===== config.mk =====
export PLATFORM = sky130hd
export DESIGN_NAME = spi_rate_gen
export DESIGN_NICKNAME = d
export VERILOG_FILES = /design/src/rtl/spi_rate_pkg.sv /design/src/rtl/spi_rate_latch.sv /design/src/rtl/spi_rate_counter.sv /design/src/rtl/spi_rate_legal.sv /design/src/rtl/spi_rate_gen.sv
export SDC_FILE = /design/constraint.sdc
export NUM_CORES = 1
export LEC_CHECK = 0
export ABC_AREA = 1
export BUFFER_PORTS_ARGS = -buffer_cell sky130_fd_sc_hd__buf_2
export CAP_MARGIN = 20
export CORE_ASPECT_RATIO = 1.1
export CORE_MARGIN = 2
export CORE_UTILIZATION = 45
export CTS_BUF_LIST = sky130_fd_sc_hd__clkbuf_2
export CTS_CLUSTER_SIZE = 40
export DETAILED_ROUTE_END_ITERATION = 10
export MAX_ROUTING_LAYER = met4
export PLACE_DENSITY_LB_ADDON = 0.08
export SLEW_MARGIN = 20
export SYNTH_ARGS = -nofsm -noshare
export SYNTH_HDL_FRONTEND = slang
export SYNTH_SLANG_ARGS = --single-unit

===== constraint.sdc =====
create_clock -name clk -period 1.8 [get_ports clk]
set_input_delay 0.45 -clock clk [delete_from_list [all_inputs] [get_ports clk]]
set_output_delay 0.45 -clock clk [all_outputs]
set_load 0.02 [all_outputs]

===== src/rtl/spi_rate_pkg.sv =====
package spi_rate_pkg;

    localparam int DIV_W  = 16;
    localparam int BYTE_W = 8;
    localparam int NBYTES = DIV_W / BYTE_W;
    localparam int ADDR_W = (NBYTES > 1) ? $clog2(NBYTES) : 1;
    localparam int CNT_W  = DIV_W + 1;

    typedef enum logic {
        MODE_MASTER = 1'b0,
        MODE_SLAVE  = 1'b1
    } spi_mode_e;

    typedef struct packed {
        logic              we;
        logic [ADDR_W-1:0] addr;
        logic [BYTE_W-1:0] data;
    } byte_wr_t;

    typedef struct packed {
        logic tick;
        logic sck;
    } clk_out_t;

    // Zero divisor counts as 2**DIV_W half-period clocks
    function automatic logic [CNT_W-1:0] expand_div(input logic [DIV_W-1:0] d);
        return {(d == '0), d};
    endfunction

endpackage


===== src/rtl/spi_rate_latch.sv =====
module spi_rate_latch
    import spi_rate_pkg::*;
#(
    parameter logic [DIV_W-1:0] RESET_DIV = 16'h0002
) (
    input  logic              clk,
    input  logic              rst,
    input  byte_wr_t          wr,
    input  logic [ADDR_W-1:0] rd_addr,
    output logic [BYTE_W-1:0] rd_data,
    output logic [DIV_W-1:0]  div_q,
    output logic [DIV_W-1:0]  div_d,
    output logic              load
);

    logic [NBYTES-1:0][BYTE_W-1:0] bytes_q;
    logic [NBYTES-1:0][BYTE_W-1:0] bytes_d;

    for (genvar b = 0; b < NBYTES; b++) begin : g_byte
        always_comb begin
            bytes_d[b] = bytes_q[b];
            if (wr.we && wr.addr == ADDR_W'(b)) begin
                bytes_d[b] = wr.data;
            end
        end

        always_ff @(posedge clk) begin
            if (rst) begin
                bytes_q[b] <= RESET_DIV[b*BYTE_W +: BYTE_W];
            end else begin
                bytes_q[b] <= bytes_d[b];
            end
        end
    end

    assign div_q   = bytes_q;
    assign div_d   = bytes_d;
    assign load    = wr.we;
    assign rd_data = bytes_q[rd_addr];

endmodule


===== src/rtl/spi_rate_counter.sv =====
module spi_rate_counter
    import spi_rate_pkg::*;
#(
    parameter logic [DIV_W-1:0] RESET_DIV = 16'h0002
) (
    input  logic             clk,
    input  logic             rst,
    input  logic             load,
    input  logic [DIV_W-1:0] div_d,
    input  logic [DIV_W-1:0] div_q,
    output clk_out_t         out,
    output logic [CNT_W-1:0] cnt_q
);

    localparam logic [CNT_W-1:0] CNT_ONE   = CNT_W'(1);
    localparam logic [CNT_W-1:0] CNT_RESET = expand_div(RESET_DIV);

    clk_out_t out_q;

    always_ff @(posedge clk) begin
        if (rst) begin
            cnt_q     <= CNT_RESET;
            out_q     <= '0;
        end else if (load) begin
            // restart from the freshly written value
            cnt_q      <= expand_div(div_d);
            out_q.tick <= 1'b0;
        end else if (cnt_q == CNT_ONE) begin
            cnt_q      <= expand_div(div_q);
            out_q.tick <= 1'b1;
            out_q.sck  <= ~out_q.sck;
        end else begin
            cnt_q      <= cnt_q - CNT_ONE;
            out_q.tick <= 1'b0;
        end
    end

    assign out = out_q;

endmodule


===== src/rtl/spi_rate_legal.sv =====
module spi_rate_legal
    import spi_rate_pkg::*;
#(
    parameter int MASTER_MIN = 3,
    parameter int SLAVE_MIN  = 4
) (
    input  logic [DIV_W-1:0] div_q,
    input  spi_mode_e        mode,
    output logic             bad
);

    localparam logic [CNT_W-1:0] LIM_M = CNT_W'(MASTER_MIN);
    localparam logic [CNT_W-1:0] LIM_S = CNT_W'(SLAVE_MIN);

    logic [CNT_W-1:0] eff;
    logic [CNT_W-1:0] limit;

    always_comb begin
        eff   = expand_div(div_q);
        limit = (mode == MODE_SLAVE) ? LIM_S : LIM_M;
        bad   = eff < limit;
    end

endmodule


===== src/rtl/spi_rate_gen.sv =====
module spi_rate_gen
    import spi_rate_pkg::*;
#(
    parameter logic [DIV_W-1:0] RESET_DIV  = 16'h0002,
    parameter int               MASTER_MIN = 3,
    parameter int               SLAVE_MIN  = 4
) (
    input  logic              clk,
    input  logic              rst,
    input  logic              wr_en,
    input  logic [ADDR_W-1:0] wr_addr,
    input  logic [BYTE_W-1:0] wr_data,
    input  logic [ADDR_W-1:0] rd_addr,
    output logic [BYTE_W-1:0] rd_data,
    input  logic              slave_mode,
    output logic              sck_o,
    output logic              tick_o,
    output logic              bad_div_o
);

    byte_wr_t         wr;
    logic [DIV_W-1:0] div_q;
    logic [DIV_W-1:0] div_d;
    logic             load;
    logic [CNT_W-1:0] cnt_q;
    clk_out_t         cout;
    spi_mode_e        mode;

    assign wr   = '{we: wr_en, addr: wr_addr, data: wr_data};
    assign mode = spi_mode_e'(slave_mode);

    spi_rate_latch #(.RESET_DIV(RESET_DIV)) u_latch (
        .clk     (clk),
        .rst     (rst),
        .wr      (wr),
        .rd_addr (rd_addr),
        .rd_data (rd_data),
        .div_q   (div_q),
        .div_d   (div_d),
        .load    (load)
    );

    spi_rate_counter #(.RESET_DIV(RESET_DIV)) u_count (
        .clk   (clk),
        .rst   (rst),
        .load  (load),
        .div_d (div_d),
        .div_q (div_q),
        .out   (cout),
        .cnt_q (cnt_q)
    );

    spi_rate_legal #(.MASTER_MIN(MASTER_MIN), .SLAVE_MIN(SLAVE_MIN)) u_legal (
        .div_q (div_q),
        .mode  (mode),
        .bad   (bad_div_o)
    );

    assign tick_o = cout.tick;
    assign sck_o  = cout.sck;

endmodule


==> impl_metrics.ini, run 1 <==
[logic_synthesis]
yosysWarningCount = 0
synth_top_family_by_area = simple AND/OR/NAND/NOR gates
ys_ff_latch = 35
ys_dominant_reg_cell = dfxtp_1
synth-async-reset-ratio_pct = 0
synth_top_area_cell = dfxtp_1
synthesis.nets = 364
syn_area_per_cell_um2 = 6.43
synth_edf_count = 0
synth_top_area_share_pct = 31.5
synthXorXnorAreaFrac_pct = 3.54
synthAdderAreaFrac_pct = 2.25
synthTopCellsByArea = dfxtp_1, nand2_1, nor2_1
yosysMostFrequentCell = nand2_1
synthSimpleGateAreaFrac_pct = 38.1
synth.distinct_cells = 34
seq_area_frac_synth_pct = 31.5
synth_compound_area_share_pct = 15.3
syn-cell-area_um2 = 2220
synth_mux_area_share_pct = 0
synth_common_cells = nand2_1, nor2_1, dfxtp_1
synthCells = 346

[layout]
utilization_pct = 53.6
seq_area_um2 = 712
fill_cells = 465
nNetsFinal = 398
multi_input_area_um2 = 1350
area_delta_synth_final_pct = 13.6
diodes = 0
finalNonFillerCells = 437
fin_area_um2 = 2530
drive_above_1_share_pct = 21.3

[placed_design]
gp_congestion = 0.919
place_area_um2 = 2420
dp.cells = 425
pre_cts_ws_ns = -0.135
dp_hpwl_um = 4660
io_buffers = 24

[floorplan]
dieHeight_um = 77.7
core_um2 = 4720
dieArea_um2 = 5520
ios = 25
rows = 26
initial_core_util_pct = 47.2
die_w_um = 71.0

[detailed_routing]
drt_iter0_markers = 104
routed_wl_um = 5900
antenna_left = 0
viasPerCell = 5.04
dr_total_vias = 2204
drcViolationCount = 0
dr.pass1.iters = 4
post_drt_wl_per_cell_um = 13.5

[timing]
max_freq_mhz = 500
drv_slew = 0
tightest_slew_ns = 0.385
setup_ws_ns = -0.200
maxSlewHeadroom_pct = 74.2
period_share_pct = 111
finClkSkew_ns = 0.0130
hold_viol = 0
rsz0062_at_grt = yes
min_period_ns = 2.00
holdWs_ns = 0.388
setup_violations = 1

[power]
power.leakage_uw = 0.00124
pwr-share-comb_pct = 30.1
p_clk_share_pct = 19.7
p_switching_uw = 640
p_int_uw = 1120
switching_share_pct = 36.3
ir_drop_mv = 0.391
p_seq_share_pct = 50.2
power_density_nw_per_um2 = 697

[clocking]
clk_latency_ns = 0.37
cts_made_buffers = 5
clk_path_buf_depth = 2
cts.sink_count = 35
clock-root-buffer = clkbuf_2
clkTransAtPathRegs_ns = 0.17
cts_max_level = 2
ctsHoldBuffers = 0
cts_tree = yes

[global_routing]
grt_overflow_total = 0
grt_max_degree = 17
grt_pass1_vias = 2083
antenna_found_initial = 0
grt_pass1_wl_um = 9850
grt_usage_pct = 23.6

[status]
violations = negative setup slack
status = finished, violations left

[flow_run]
cap_violations = 0

[setup_path]
critPathMaxStageDelay_ns = 0.37
arrival_ns = 1.55
path_cells = nor2_4 -> nand2_1 -> nor3_2 -> nand4_1 -> a21oi_2 -> buf_4
r2r-start = u_count.cnt_q[1]
slowest_stage = dfxtp_2
start_kind = flop
cp-startpoint = u_latch.div_q[7]
crit_type = flop to output port
cp_max_fo = 2
cp.required_ns = 1.35
end_kind = output port

[worst_hold_path]
worstHoldStart = wr_data[4]
worstHoldPathType = primary input to flop
==> sequential cells by signal (all words and copies together) (netlist names) <==
signal	count
u_count.cnt_q	17
u_count.out	2
u_latch.div_q	16
==> power by group through the flow <==
| stage | sequential (uW) | combinational [uW] | clock, uW |
|---|---|---|---|
| floorplan | 887 | 385 | 0 |
| global placement | 902 | 507 | 0 |
| detailed placement | 902 | 507 | 0 |
| CTS | 883 | 528 | 353 |
| global route | 891 | 599 | 400 |
| finish | 884 | 531 | 347 |
==> critical path, delay by kind of cell, from the launching register on <==
kind / cells / cell delay (ns)
AOI/OAI and AO/OA: 1 / 0.13
buffers and inverters: 1 / 0.15
DFF: 1 / 0.37
and+or+nand+nor: 4 / 0.54
==> placed cells by master (no fill, tap or decap), types with 2 or more instances in the layout <==
cell       n
nor2_1    66
inv_2      6
nand2_1   83
xnor2_1    2
dfxtp_1   30
xor2_1     7
ha_1       3
a21oi_2    3
nor3_1     3
clkinv_1   3
inv_1     30
o21ai_1    6
nand2_2    5
a21oi_1   22
o21ai_0   12
o22ai_2    3
buf_4     11
buf_2     23
a31oi_1    2
o21a_1     2
nor2_4     2
nand3_1   21
nor2_2     7
o22ai_1    5
dfxtp_4    2
clkbuf_2   6
dfxtp_2    3
nand2_4    3
==> what timing repair did <==
item                       CTS  global route
pin swaps                    4             2
setup buffers                4             0
setup endpoints to repair    1             3
resized for setup           12             2
==> path summary, 6_finish.rpt <==
check | to | slack [ns] | cells after the start
worst max register to register | u_count.cnt_q[7] | 0.17 | 11
worst min register to register | u_count.out[0] | 0.47 | 2
worst min-delay path | u_latch.div_q[12] | 0.39 | 3
worst max-delay path | bad_div_o | -0.20 | 6
==> layout make-up <==
class	count	area share (%)
Tap cell	56	2.77
Clock buffer	6	1.19
Clock inverter	2	0.297
Sequential cell	35	28.2
Inverter	38	5.74
Multi-Input combinational cell	265	53.2
Timing Repair Buffer	35	8.61
==> logic make-up after synthesis <==
group / Yosys count
adders and majority gates: 4
xor gates and xnor gates: 9
AOI/OAI and AO/OA: 57
buffers and inverters: 46
DFF: 35
and+or+nand+nor: 195
==> routing by layer <==
layer  vias to the layer above  share of wire (%)  track usage (%)
li1                       1169                  -                -
met1                       954                 45             30.3
met2                        73                 48             38.5
met3                         8                5.7             3.51
met4                         0                1.5             6.60
met5                         -                  0                -
==> per-stage QoR <==
stage / setup TNS [ns] / total power, uW
2_1_floorplan: 0 / 1270
3_3_place_gp: -0.111 / 1410
6_report: -0.200 / 1760
4_1_cts: -0.225 / 1760
5_1_grt: -0.293 / 1890
3_5_place_dp: -0.135 / 1410
No activity file was read; power rests on OpenSTA's default activity.
==> run 2: changes to the inputs <==
--- a/config.mk
+++ b/config.mk
@@ -9,7 +9,6 @@
 export BUFFER_PORTS_ARGS = -buffer_cell sky130_fd_sc_hd__buf_2
 export CAP_MARGIN = 20
 export CORE_ASPECT_RATIO = 1.1
-export CORE_MARGIN = 2
 export CORE_UTILIZATION = 45
 export CTS_BUF_LIST = sky130_fd_sc_hd__clkbuf_2
 export CTS_CLUSTER_SIZE = 40
==> constraint.sdc (replaced) <==
create_clock -name clk -period 2.1 [get_ports clk]
set_input_delay 0.525 -clock clk [delete_from_list [all_inputs] [get_ports clk]]
set_output_delay 0.525 -clock clk [all_outputs]
set_load 0.02 [all_outputs]
==> impl_metrics.ini, run 2 (synthesis results as in run 1) <==
[floorplan]
core_um2 = 4680
dieArea_um2 = 5230
ios = 25
rows = 26
initial_core_util_pct = 47.5
die_w_um = 69.0
dieHeight_um = 75.7

[setup_path]
slowest_stage = dfxtp_2
cp_num_cells = 6
path_buf_inv = 1
cp_top_family = flip-flops
cp.required_ns = 1.57
rrSetupSlack_ns = 0.44
cp_max_fo = 2
crit_type = flop to output port
rr_worst_depth = 9
end_kind = output port
start_kind = flop
path_cells = ha_4 -> o21a_1 -> o21ai_1 -> nand4_1 -> a21oi_2 -> buf_6
r2r_end = u_count.cnt_q[2]
critPathMaxStageDelay_ns = 0.39
arrival_ns = 1.58
r2r-start = u_count.cnt_q[1]

[layout]
utilization_pct = 53.2
mostFrequentLayoutCell = nand2_1
fin_area_um2 = 2490
drive_above_1_share_pct = 20.5
fill_cells = 509
largest_register = u_count.cnt_q
largest_reg_flops = 17
mostFrequentLayoutCells = nand2_1, nor2_1, dfxtp_1
diodes = 0
nNetsFinal = 394
area_delta_synth_final_pct = 12.0

[worst_hold_path]
worstHoldStart = wr_data[4]
whs_path_depth = 3
hold_end = u_latch.div_q[12]
worstHoldPathType = primary input to flop

[placed_design]
pre_cts_ws_ns = 0.00767
gp_congestion = 0.961
place_area_um2 = 2390
dp_hpwl_um = 4660
io_buffers = 24

[timing]
setup_ws_ns = -0.00723
timing.setup.tns_ns = -0.00723
drv_slew = 0
maxSlewHeadroom_pct = 70.9
period_share_pct = 100
rsz0062_at_grt = yes
setup_violations = 1
holdWs_ns = 0.449
max_freq_mhz = 475
tightest_slew_ns = 0.437
min_period_ns = 2.11
hold_viol = 0
finClkSkew_ns = 0.0162

[global_routing]
antenna_found_initial = 0
grt_pass1_wl_um = 9320
grt_usage_pct = 24.2
grt_pass1_vias = 1974
grt_overflow_total = 0
grt_max_degree = 21

[detailed_routing]
drcViolationCount = 0
dr.pass1.iters = 5
drt_iter0_markers = 101
routed_wl_um = 5960
viasPerCell = 5.05
post_drt_wl_per_cell_um = 13.8
dr_total_vias = 2181
antenna_left = 0

[status]
violations = negative setup slack
status = finished, violations left

[power]
ir_drop_mv = 0.282
power.leakage_uw = 0.00121
power_density_nw_per_um2 = 600

[clocking]
clock-root-buffer = clkbuf_2
cts_tree = yes
cts_made_buffers = 5
cts_max_level = 2
clk_latency_ns = 0.37
clkTransAtPathRegs_ns = 0.18
cts.sink_count = 35
clk_path_buf_depth = 2

[flow_run]
cap_violations = 0
-- run 2: per-layer routing --
| layer | wire, um | track usage [%] | vias up |
|---|---|---|---|
| met5 | 0 | - | - |
| met1 | 2850 | 28.5 | 960 |
| met2 | 2780 | 41.5 | 51 |
| li1 | - | - | 1162 |
| met3 | 176 | 3.17 | 8 |
| met4 | 144 | 11.3 | 0 |
-- run 2: worst max-delay path by stage --
stage / start / to / slack (ns)
after floorplan: slave_mode / bad_div_o / 0.12
after CTS: u_latch.div_q[1] / bad_div_o / -0.03
after global routing: u_latch.div_q[1] / bad_div_o / -0.12
final: u_latch.div_q[1] / bad_div_o / -0.007
after detailed placement: slave_mode / bad_div_o / 0.008
after global placement: slave_mode / bad_div_o / 0.05
-- run 2: worst register-to-register path, cell delays in order (launching register included) --
cell	delay (ns)
dfxtp_1	0.33
inv_1	0.10
ha_1	0.18
nand2_1	0.06
nor2_2	0.17
nand2_2	0.11
nor2_8	0.21
nand2_4	0.15
o22ai_1	0.20
a21oi_1	0.06
-- run 2: area by class of cell --
class | instances | area [um^2] | area share [%]
multi-input combinational | 265 | 1360 | 54.4
sequential | 35 | 708 | 28.4
timing repair buffer | 31 | 179 | 7.18
inverter | 38 | 145 | 5.83
tap | 56 | 70.1 | 2.81
clock buffer | 5 | 25.0 | 1.00
clock inverter | 2 | 8.76 | 0.352
-- run 2: repair_timing --
item / in CTS / in global routing
gates resized for setup: 7 / 7
pin swaps: 2 / 2
setup buffers: 2 / 0
hold buffers: 0 / 0
setup endpoints to repair: 1 / 1
cloned: 0 / 0
-- run 2: power breakdown --
part / switching [uW] / internal [uW] / leakage [uW]
Clock: 218 / 70.4 / 0.0000262
Combinational: 283 / 166 / 0.000899
Sequential: 48.0 / 711 / 0.000290
-- run 2: metrics by stage --
step / std cells / power, uW
floorplan: 346 / 1090
global placement: 423 / 1200
detailed placement: 423 / 1200
CTS: 432 / 1500
global route: 432 / 1600
finish: 432 / 1500
